--- src/rtl/vpd_pkg.sv ---
package vpd_pkg;

  // symbols per embedded timing marker
  localparam int MARK_LEN = 4;

  // timing flags, packed with f as the most significant bit
  typedef struct packed {
    logic f;
    logic v;
    logic h;
  } vpd_flags_t;

  typedef enum logic [1:0] {
    SEEK,
    GOT_ONES,
    GOT_ZERO1,
    GOT_ZERO2
  } vpd_seek_e;

  // status word check: marker bit and four protection bits
  function automatic logic xy_valid(input logic [7:0] xy);
    logic f;
    logic v;
    logic h;
    f = xy[6];
    v = xy[5];
    h = xy[4];
    return xy[7] && (xy[3] == (v ^ h)) && (xy[2] == (f ^ h)) &&
           (xy[1] == (f ^ v)) && (xy[0] == (f ^ v ^ h));
  endfunction

endpackage

--- src/rtl/vpd_code_detect.sv ---
module vpd_code_detect
  import vpd_pkg::*;
#(
  parameter int DW = 8
) (
  input  logic          clk,
  input  logic          rst,
  input  logic          take,
  input  logic [DW-1:0] sym,
  output logic          in_code,
  output logic          sav_stb,
  output vpd_flags_t    flags
);

  localparam logic [DW-1:0] ALL_ONES = '1;
  localparam logic [DW-1:0] ALL_ZERO = '0;

  vpd_seek_e  st, st_nx;
  logic [7:0] xy;
  logic       at_xy;
  logic       good;

  assign xy      = sym[DW-1 -: 8];
  assign at_xy   = (st == GOT_ZERO2);
  assign good    = take && at_xy && xy_valid(xy);
  assign sav_stb = good && !xy[4];
  // symbol belongs to a marker: either a preamble is in progress or it starts one
  assign in_code = (st != SEEK) || (sym == ALL_ONES);

  always_comb begin
    st_nx = st;
    if (take) begin
      if (sym == ALL_ONES && !at_xy) begin
        st_nx = GOT_ONES;
      end else begin
        case (st)
          GOT_ONES:  st_nx = (sym == ALL_ZERO) ? GOT_ZERO1 : SEEK;
          GOT_ZERO1: st_nx = (sym == ALL_ZERO) ? GOT_ZERO2 : SEEK;
          default:   st_nx = SEEK;
        endcase
      end
    end
  end

  always_ff @(posedge clk) begin
    if (rst) begin
      st    <= SEEK;
      flags <= 3'b011;
    end else begin
      st <= st_nx;
      if (good) begin
        flags <= xy[6:4];
      end
    end
  end

endmodule

--- src/rtl/vpd_master_timing.sv ---
module vpd_master_timing
  import vpd_pkg::*;
#(
  parameter int BLANK_CLKS   = 268,
  parameter int ACTIVE_CLKS  = 1440,
  parameter int FRAME_LINES  = 525,
  parameter int FIELD1_LINES = 263,
  parameter int VBLANK_LINES = 20
) (
  input  logic       clk,
  input  logic       rst,
  output vpd_flags_t flags,
  output logic       act,
  output logic       realign
);

  localparam int HBLK_END  = MARK_LEN + BLANK_CLKS;
  localparam int ACT_START = HBLK_END + MARK_LEN;
  localparam int LINE_CLKS = ACT_START + ACTIVE_CLKS;
  localparam int CW        = $clog2(LINE_CLKS);
  localparam int LW        = $clog2(FRAME_LINES);

  localparam logic [CW-1:0] H_LAST   = CW'(LINE_CLKS - 1);
  localparam logic [CW-1:0] H_BLKEND = CW'(HBLK_END);
  localparam logic [CW-1:0] H_ACT    = CW'(ACT_START);
  localparam logic [CW-1:0] H_PRE    = CW'(ACT_START - 1);
  localparam logic [LW-1:0] L_LAST   = LW'(FRAME_LINES - 1);
  localparam logic [LW-1:0] L_F2     = LW'(FIELD1_LINES);
  localparam logic [LW-1:0] L_VB     = LW'(VBLANK_LINES);

  logic [CW-1:0] hcnt;
  logic [LW-1:0] line;
  logic [LW-1:0] line_in_field;
  logic          second_field;

  always_ff @(posedge clk) begin
    if (rst) begin
      hcnt <= '0;
      line <= '0;
    end else if (hcnt == H_LAST) begin
      hcnt <= '0;
      line <= (line == L_LAST) ? '0 : line + 1'b1;
    end else begin
      hcnt <= hcnt + 1'b1;
    end
  end

  assign second_field  = (line >= L_F2);
  assign line_in_field = second_field ? (line - L_F2) : line;

  assign flags.h = (hcnt < H_BLKEND);
  assign flags.v = (line_in_field < L_VB);
  assign flags.f = second_field;
  assign act     = (hcnt >= H_ACT);
  assign realign = (hcnt == H_PRE);

endmodule

--- src/rtl/vpd_demux.sv ---
module vpd_demux #(
  parameter int DW = 8
) (
  input  logic          clk,
  input  logic          rst,
  input  logic          wide,
  input  logic          accept,
  input  logic          realign,
  input  logic [DW-1:0] lo,
  input  logic [DW-1:0] hi,
  output logic [DW-1:0] y_o,
  output logic [DW-1:0] cb_o,
  output logic [DW-1:0] cr_o,
  output logic          valid
);

  logic [1:0]    phase;
  logic          pending;
  logic [DW-1:0] y_h, y2_h, cb_h, cr_h;

  always_ff @(posedge clk) begin
    if (rst) begin
      phase   <= '0;
      pending <= 1'b0;
      valid   <= 1'b0;
      y_o     <= '0;
      cb_o    <= '0;
      cr_o    <= '0;
      y_h     <= '0;
      y2_h    <= '0;
      cb_h    <= '0;
      cr_h    <= '0;
    end else begin
      valid <= 1'b0;
      if (realign) begin
        phase   <= '0;
        pending <= 1'b0;
      end else if (accept) begin
        if (!wide) begin
          case (phase)
            2'd0: cb_h <= lo;
            2'd1: y_h  <= lo;
            2'd2: begin
              y_o   <= y_h;
              cb_o  <= cb_h;
              cr_o  <= lo;
              cr_h  <= lo;
              valid <= 1'b1;
            end
            default: begin
              y_o   <= lo;
              cb_o  <= cb_h;
              cr_o  <= cr_h;
              valid <= 1'b1;
            end
          endcase
          phase <= phase + 2'd1;
        end else begin
          if (!phase[0]) begin
            cb_h <= hi;
            y_h  <= lo;
          end else begin
            y_o     <= y_h;
            cb_o    <= cb_h;
            cr_o    <= hi;
            cr_h    <= hi;
            y2_h    <= lo;
            valid   <= 1'b1;
            pending <= 1'b1;
          end
          phase <= {1'b0, ~phase[0]};
        end
      end else if (pending) begin
        // second luma of a wide-mode pair, on the idle clock
        y_o     <= y2_h;
        cb_o    <= cb_h;
        cr_o    <= cr_h;
        valid   <= 1'b1;
        pending <= 1'b0;
      end
    end
  end

endmodule

--- src/rtl/vid_port_decoder.sv ---
module vid_port_decoder
  import vpd_pkg::*;
#(
  parameter int DW           = 8,
  parameter int BLANK_CLKS   = 268,
  parameter int ACTIVE_CLKS  = 1440,
  parameter int FRAME_LINES  = 525,
  parameter int FIELD1_LINES = 263,
  parameter int VBLANK_LINES = 20
) (
  input  logic          clk,
  input  logic          rst,
  input  logic          wide_mode,
  input  logic          master_mode,
  input  logic [DW-1:0] pix_lo,
  input  logic [DW-1:0] pix_hi,
  output logic [DW-1:0] y_out,
  output logic [DW-1:0] cb_out,
  output logic [DW-1:0] cr_out,
  output logic          smp_valid,
  output logic          h_flag,
  output logic          v_flag,
  output logic          f_flag,
  output logic          active_out
);

  logic       tgl;
  logic       take;
  logic       in_code;
  logic       sav_stb;
  vpd_flags_t s_flags;
  vpd_flags_t m_flags;
  vpd_flags_t sel;
  logic       m_act;
  logic       m_realign;
  logic       accept;
  logic       realign;

  // wide mode captures one word on every second clock
  always_ff @(posedge clk) begin
    if (rst) tgl <= 1'b0;
    else     tgl <= ~tgl;
  end
  assign take = wide_mode ? tgl : 1'b1;

  vpd_code_detect #(.DW(DW)) det_i (
    .clk     (clk),
    .rst     (rst),
    .take    (take),
    .sym     (pix_lo),
    .in_code (in_code),
    .sav_stb (sav_stb),
    .flags   (s_flags)
  );

  vpd_master_timing #(
    .BLANK_CLKS   (BLANK_CLKS),
    .ACTIVE_CLKS  (ACTIVE_CLKS),
    .FRAME_LINES  (FRAME_LINES),
    .FIELD1_LINES (FIELD1_LINES),
    .VBLANK_LINES (VBLANK_LINES)
  ) tim_i (
    .clk     (clk),
    .rst     (rst),
    .flags   (m_flags),
    .act     (m_act),
    .realign (m_realign)
  );

  assign accept  = master_mode ? (take && m_act) : (take && !in_code && !s_flags.h);
  assign realign = master_mode ? m_realign : sav_stb;

  vpd_demux #(.DW(DW)) dmx_i (
    .clk     (clk),
    .rst     (rst),
    .wide    (wide_mode),
    .accept  (accept),
    .realign (realign),
    .lo      (pix_lo),
    .hi      (pix_hi),
    .y_o     (y_out),
    .cb_o    (cb_out),
    .cr_o    (cr_out),
    .valid   (smp_valid)
  );

  assign sel        = master_mode ? m_flags : s_flags;
  assign h_flag     = sel.h;
  assign v_flag     = sel.v;
  assign f_flag     = sel.f;
  assign active_out = !sel.h && !sel.v;

endmodule

--- config.mk ---
export PLATFORM = sky130hd
export DESIGN_NAME = vid_port_decoder
export DESIGN_NICKNAME = d
export VERILOG_FILES = /design/src/rtl/vpd_pkg.sv /design/src/rtl/vpd_code_detect.sv /design/src/rtl/vpd_master_timing.sv /design/src/rtl/vpd_demux.sv /design/src/rtl/vid_port_decoder.sv
export SDC_FILE = /design/constraint.sdc
export NUM_CORES = 1
export LEC_CHECK = 0
export CAP_MARGIN = 20
export CORE_ASPECT_RATIO = 1.1
export CORE_UTILIZATION = 52
export CTS_BUF_LIST = sky130_fd_sc_hd__clkbuf_16
export CTS_CLUSTER_DIAMETER = 40
export DETAILED_ROUTE_END_ITERATION = 6
export PLACE_DENSITY = 0.74
export SYNTH_ARGS = -nofsm -noshare
export SYNTH_HDL_FRONTEND = slang
export SYNTH_SLANG_ARGS = --single-unit
--- constraint.sdc ---
create_clock -name clk -period 6.4 [get_ports clk]
set_input_delay 1.28 -clock clk [delete_from_list [all_inputs] [get_ports clk]]
set_output_delay 1.28 -clock clk [all_outputs]
set_load 0.05 [all_outputs]
==> Word level (Yosys, flattened, before mapping) <==
Index checks and enable logic that the tools add are counted.
{ "totals": {"ff_bits": 87, "inputBits": 20, "out_inout_bits": 29, "wordCells": 125} }
{ "classes": {"addsub": 4, "magnitude_cmp": 4, "eq_ne": 17, "mux": 39, "n_bitwise": 8, "reduce_logical": 36} }
{ "ops": {"columns": ["cell", "n"], "rows": [
  ["2-to-1 mux 8 bit", 21],
  ["case mux 8 bit (2 select lines)", 2],
  ["2-to-1 mux 10 bit", 2],
  ["AND reduction 4 bit", 5],
  ["logical AND 1 bit", 12],
  ["adder 11 x 1 -> 11 bit, second input constant", 1],
  ["== test 11 bit, second input constant", 1],
  ["== test 11 x 9 -> 1 bit, second input constant", 1],
  [">= comparator 11 x 9 -> 1 bit, second input constant", 1],
  ["< comparator 11 x 9 -> 1 bit, second input constant", 1],
  ["adder 10 x 1 -> 10 bit, second input constant", 1],
  ["== test 10 bit, second input constant", 1],
  [">= comparator 10 x 9 -> 1 bit, second input constant", 1],
  ["< comparator 10 x 5 -> 1 bit, second input constant", 1],
  ["nonzero test 2 bit", 5],
  ["subtractor 10 x 9 -> 10 bit, second input constant", 1],
  ["== test 8 bit, second input constant", 1],
  ["logical NOT 8 bit", 1],
  ["2-to-1 mux 1 bit", 8],
  ["2-to-1 mux 2 bit", 4],
  ["== test 2 bit, second input constant", 3],
  ["logical NOT 1 bit", 6],
  ["OR reduction 2 bit", 3],
  ["== test 1 bit", 4],
  ["14 further kinds", 21]
]} }

==> Longest topological paths before layout <==
{ "logic_depth": {"depth_word": 11, "ltp_mapped": 11, "ltp_nobuf": 8} }

==> Hierarchy <==
A second synthesis with hierarchy kept.
{ "unflattened": {"cells_unflattened": 491, "hier_area_um2": 4332.9} }
{ "by_module_without_submodules": {"columns": ["module", "instances", "cells_each", "area_each_um2", "seq_area_each_um2"], "rows": [
  ["vpd_demux", 1, 283, 2573.7, 1201.2],
  ["vpd_master_timing", 1, 148, 1201.2, 420.4],
  ["vpd_code_detect", 1, 47, 437.9, 100.1],
  ["vid_port_decoder", 1, 13, 120.1, 20.0]
]} }

==> Least setup slack after synthesis <==
OpenSTA, ideal clock, no wires.
{ "synth_timing": {"path_kind": "input-to-output", "start": "input master_mode", "end": "output active_out", "arrival_time_ps": 2985, "required_ps": 5120, "path_slack_ps": 2135, "path_stages": 2, "path_buffers": 0, "cell_sequence": "o21ai_0 -> nor2_1"} }
{ "synth_between": {"elab_chain_cells": 3, "elab_cells_between_ends": 4, "classes_between": "mux (1); reduce/logical (3)"} }
{ "synth_rtl": {"columns": ["element", "line", "rtl"], "rows": [
  ["start, declared", "vid_port_decoder.sv:14", "input logic master_mode,"],
  ["2-to-1 mux 3 bit *", "vid_port_decoder.sv:87", "assign sel = master_mode ? m_flags : s_flags;"],
  ["logical NOT 1 bit", "vid_port_decoder.sv:91", "assign active_out = !sel.h && !sel.v;"],
  ["logical AND 1 bit *", "vid_port_decoder.sv:91", null],
  ["end, declared", "vid_port_decoder.sv:24", "output logic active_out"]
]} }
Every way passes the cells marked *; elsewhere a longest branch is shown, timed or not.

==> Worst setup path in the final report <==
{ "layout_timing": {"start": "input master_mode", "end": "output v_flag"} }
{ "layout_between": {"elab_chain_cells": 1} }
{ "layout_rtl": {"columns": ["element", "line", "rtl"], "rows": [
  ["2-to-1 mux 3 bit", "vid_port_decoder.sv:87", null],
  ["end, declared", "vid_port_decoder.sv:22", "output logic v_flag,"]
]} }
Every way passes these cells.

==> impl_metrics.yaml <==
clocking:
  clock_latency_ns: 0.34
  clock-sinks: 87
  cts_resized: 0
  hold_buffers: 0
  cts.clk_slew.worst_paths_ns: 0.06
  cts_tree: "built"
  cts_setup_buffers: 0
  cts_made_buffers: 9
  clockBufferDepth: 2
  htree_levels: 3
  cts-root-buf: "clkbuf_16"
cells_and_area:
  diodes: 0
  postLayoutCellArea_um2: 5320
  drive_gt1_share_pct: 8.720
  post-route-util_pct: 63.27
  areaGrowthSynthToFinish_pct: 17.75
  layout.nets: 567
  n_fill_cell: 727
detailed_routing:
  routed_wl_um: 10170
  vias_per_cell: 5.725
  wl_met1_um: 4647
  drt-pass1-iter-count: 4
  dr_wl_met3_um: 296
  drt_first_iter_violations: 150
  wl_met2_um: 5071
  routedWlPerCell_um: 15.65
  top_layer_used: "met4"
  drcViolationCount: 0
  vias: 3721
  ant_nets: 0
logic_synthesis:
  syn_area_um2: 4518
  synth.most_common_cell: "dfxtp_1"
  seq_area_frac_synth_pct: 38.55
  yosys.area.top_type: "dfxtp_1"
  synth_fp_nets: 542
  synthTopCellsByCount: "87 x dfxtp_1, 77 x nor2_1, 33 x mux2i_1"
  synth_edf_count: 0
  synth_ff_type: "dfxtp_1"
  ys_seq_elements: 87
  postSynthAreaPerCell_um2: 8.876
  synth_top_area_share_pct: 38.55
  netlist_instances: 509
  synth_top_cells_by_area: "dfxtp_1 39%, mux2i_1 7.3%, nor2_1 6.4%"
  ys_warn_count: 0
  ys_async_sr_fraction_pct: 0
  ys_types: 57
floorplanning:
  core_region_area_um2: 8408
  die_area_um2: 9066
  die_w_um: 90.88
  start_util_pct: 53.74
  die_h_um: 99.76
  rows: 35
  ioPinCount: 49
setup_path:
  worstPathArrival_ns: 3.34
  cp-start-kind: "input port"
  cp_max_fo: 9
  worst_ep_required_time_ns: 5.12
  crit_type: "input port to primary output"
  cp-end-kind: "primary output"
power_and_ir_drop:
  power_density_nw_per_um2: 224.5
  total_power_uw: 1194
  vdd_drop_max_uv: 147.1
  p_leak_uw: 0.001964
timing:
  final-max-slew-violation-count: 0
  period_share_pct: 72.18
  fin_skew_ns: 0.01003
  setup_viol_count_final: 0
  period_minus_slack_ns: 4.619
  relSlewSlack_pct: 27.28
  rsz0062_at_grt: "false"
  fin_setup_tns_ns: 0
  fmax_ghz: 0.2165
  finalHoldViolations: 0
  worstMarginPinSlew_ns: 1.087
worst_hold_path:
  hold_path.class: "flip-flop to flip-flop"
global_route:
  grt_max_degree: 55
  grt-ovfl-total: 0
  grt_pass1_vias: 3537
  grt_use_total_pct: 23.27
  grt_pass1_wl_um: 17090
  antenna_found_initial: 0
placed_design:
  io_buffers: 48
  place_area_um2: 5007
  globalplace.congestion: 0.8767
  dp_hpwl_um: 7096
run:
  drv_cap: 0
run_status:
  status: "completed"
[state kept, by name, summed over array words and instances, names as in the netlist, 3 cells and up]
signal       flops
tim_i.hcnt      11
tim_i.line      10
dmx_i.cb_h       8
dmx_i.cb_o       8
dmx_i.cr_h       8
dmx_i.cr_o       8
dmx_i.y2_h       8
dmx_i.y_h        8
dmx_i.y_o        8
det_i.flags      3
[layer usage]
| layer | vias up | GRT usage, % |
|---|---|---|
| met5 | - | 0 |
| met4 | 0 | 8.669 |
| met3 | 12 | 3.135 |
| met2 | 59 | 41.14 |
| met1 | 1783 | 28.86 |
| li1 | 1867 | - |
[critical path, stage by stage]
cell and delay, ns:
clkdlybuf4s50_1 0.64, nand2b_1 0.09, nor4b_1 0.28, a32o_1 0.24, clkdlybuf4s50_1 0.80
[cells in the final DEF (no fill, tap or decap), drive strengths merged, types with 6 or more instances in the layout]
cell type      count
nor4b             11
buf                6
o211ai            16
dfxtp             87
inv               29
clkbuf             9
nand2b             7
a31o              13
mux2               9
o21ai             19
ha                13
xnor2              8
xor2              14
o221ai             8
nor4              11
nor2              77
nand2             20
nand3             14
a21oi             17
and3               8
a211oi            17
clkdlybuf4s50     47
mux2i             33
[final timing paths]
kind               start            end  slack [ns]  cells past startpoint
max          master_mode         v_flag        1.78                      5
min                  tgl            tgl        0.44                      1
max reg2reg  det_i.st[0]  dmx_i.cr_o[3]        3.71                      6
min reg2reg          tgl            tgl        0.44                      1
[per-stage QoR]
| step | worst slack (ns) | std cells | hold WS [ns] |
|---|---|---|---|
| global route | 1.656 | 650 | 0.4688 |
| finish | 1.781 | 650 | 0.4417 |
| global placement | 1.793 | 633 | 0.4269 |
| CTS | 1.758 | 650 | 0.4352 |
| floorplan | 2.135 | 509 | 0.4067 |
| detailed placement | 1.676 | 634 | 0.4258 |
[logic make-up (layout without fill, tap and decap cells)]
logic type	Yosys count	after routing	synth area share, %
buffers and inverters	64	94	6.203
AND/OR/NAND/NOR	178	178	21.41
multiplexers	42	42	9.554
adder cells (fa/ha/maj)	13	13	3.600
XOR/XNOR	22	22	4.265
AO/OA/AOI/OAI	103	103	16.42
flip-flops	87	87	38.55
[final cells by class]
cell class / count / area, um^2 / share of cell area, %
clock inverter: 7 / 87.58 / 1.646
inverter: 25 / 93.84 / 1.764
clock buffer: 9 / 225.2 / 4.233
timing repair buffer: 53 / 533.0 / 10.02
multi-input combinational: 358 / 2500 / 46.99
tap: 111 / 138.9 / 2.611
sequential: 87 / 1742 / 32.74
[where the power goes]
part	switching (uW)	internal (uW)	total [uW]
registers	4.53	548	552
logic	60.4	39.9	100
clock network	230	312	542
total	295	900	1190
No activity file was read; power rests on OpenSTA's default activity.
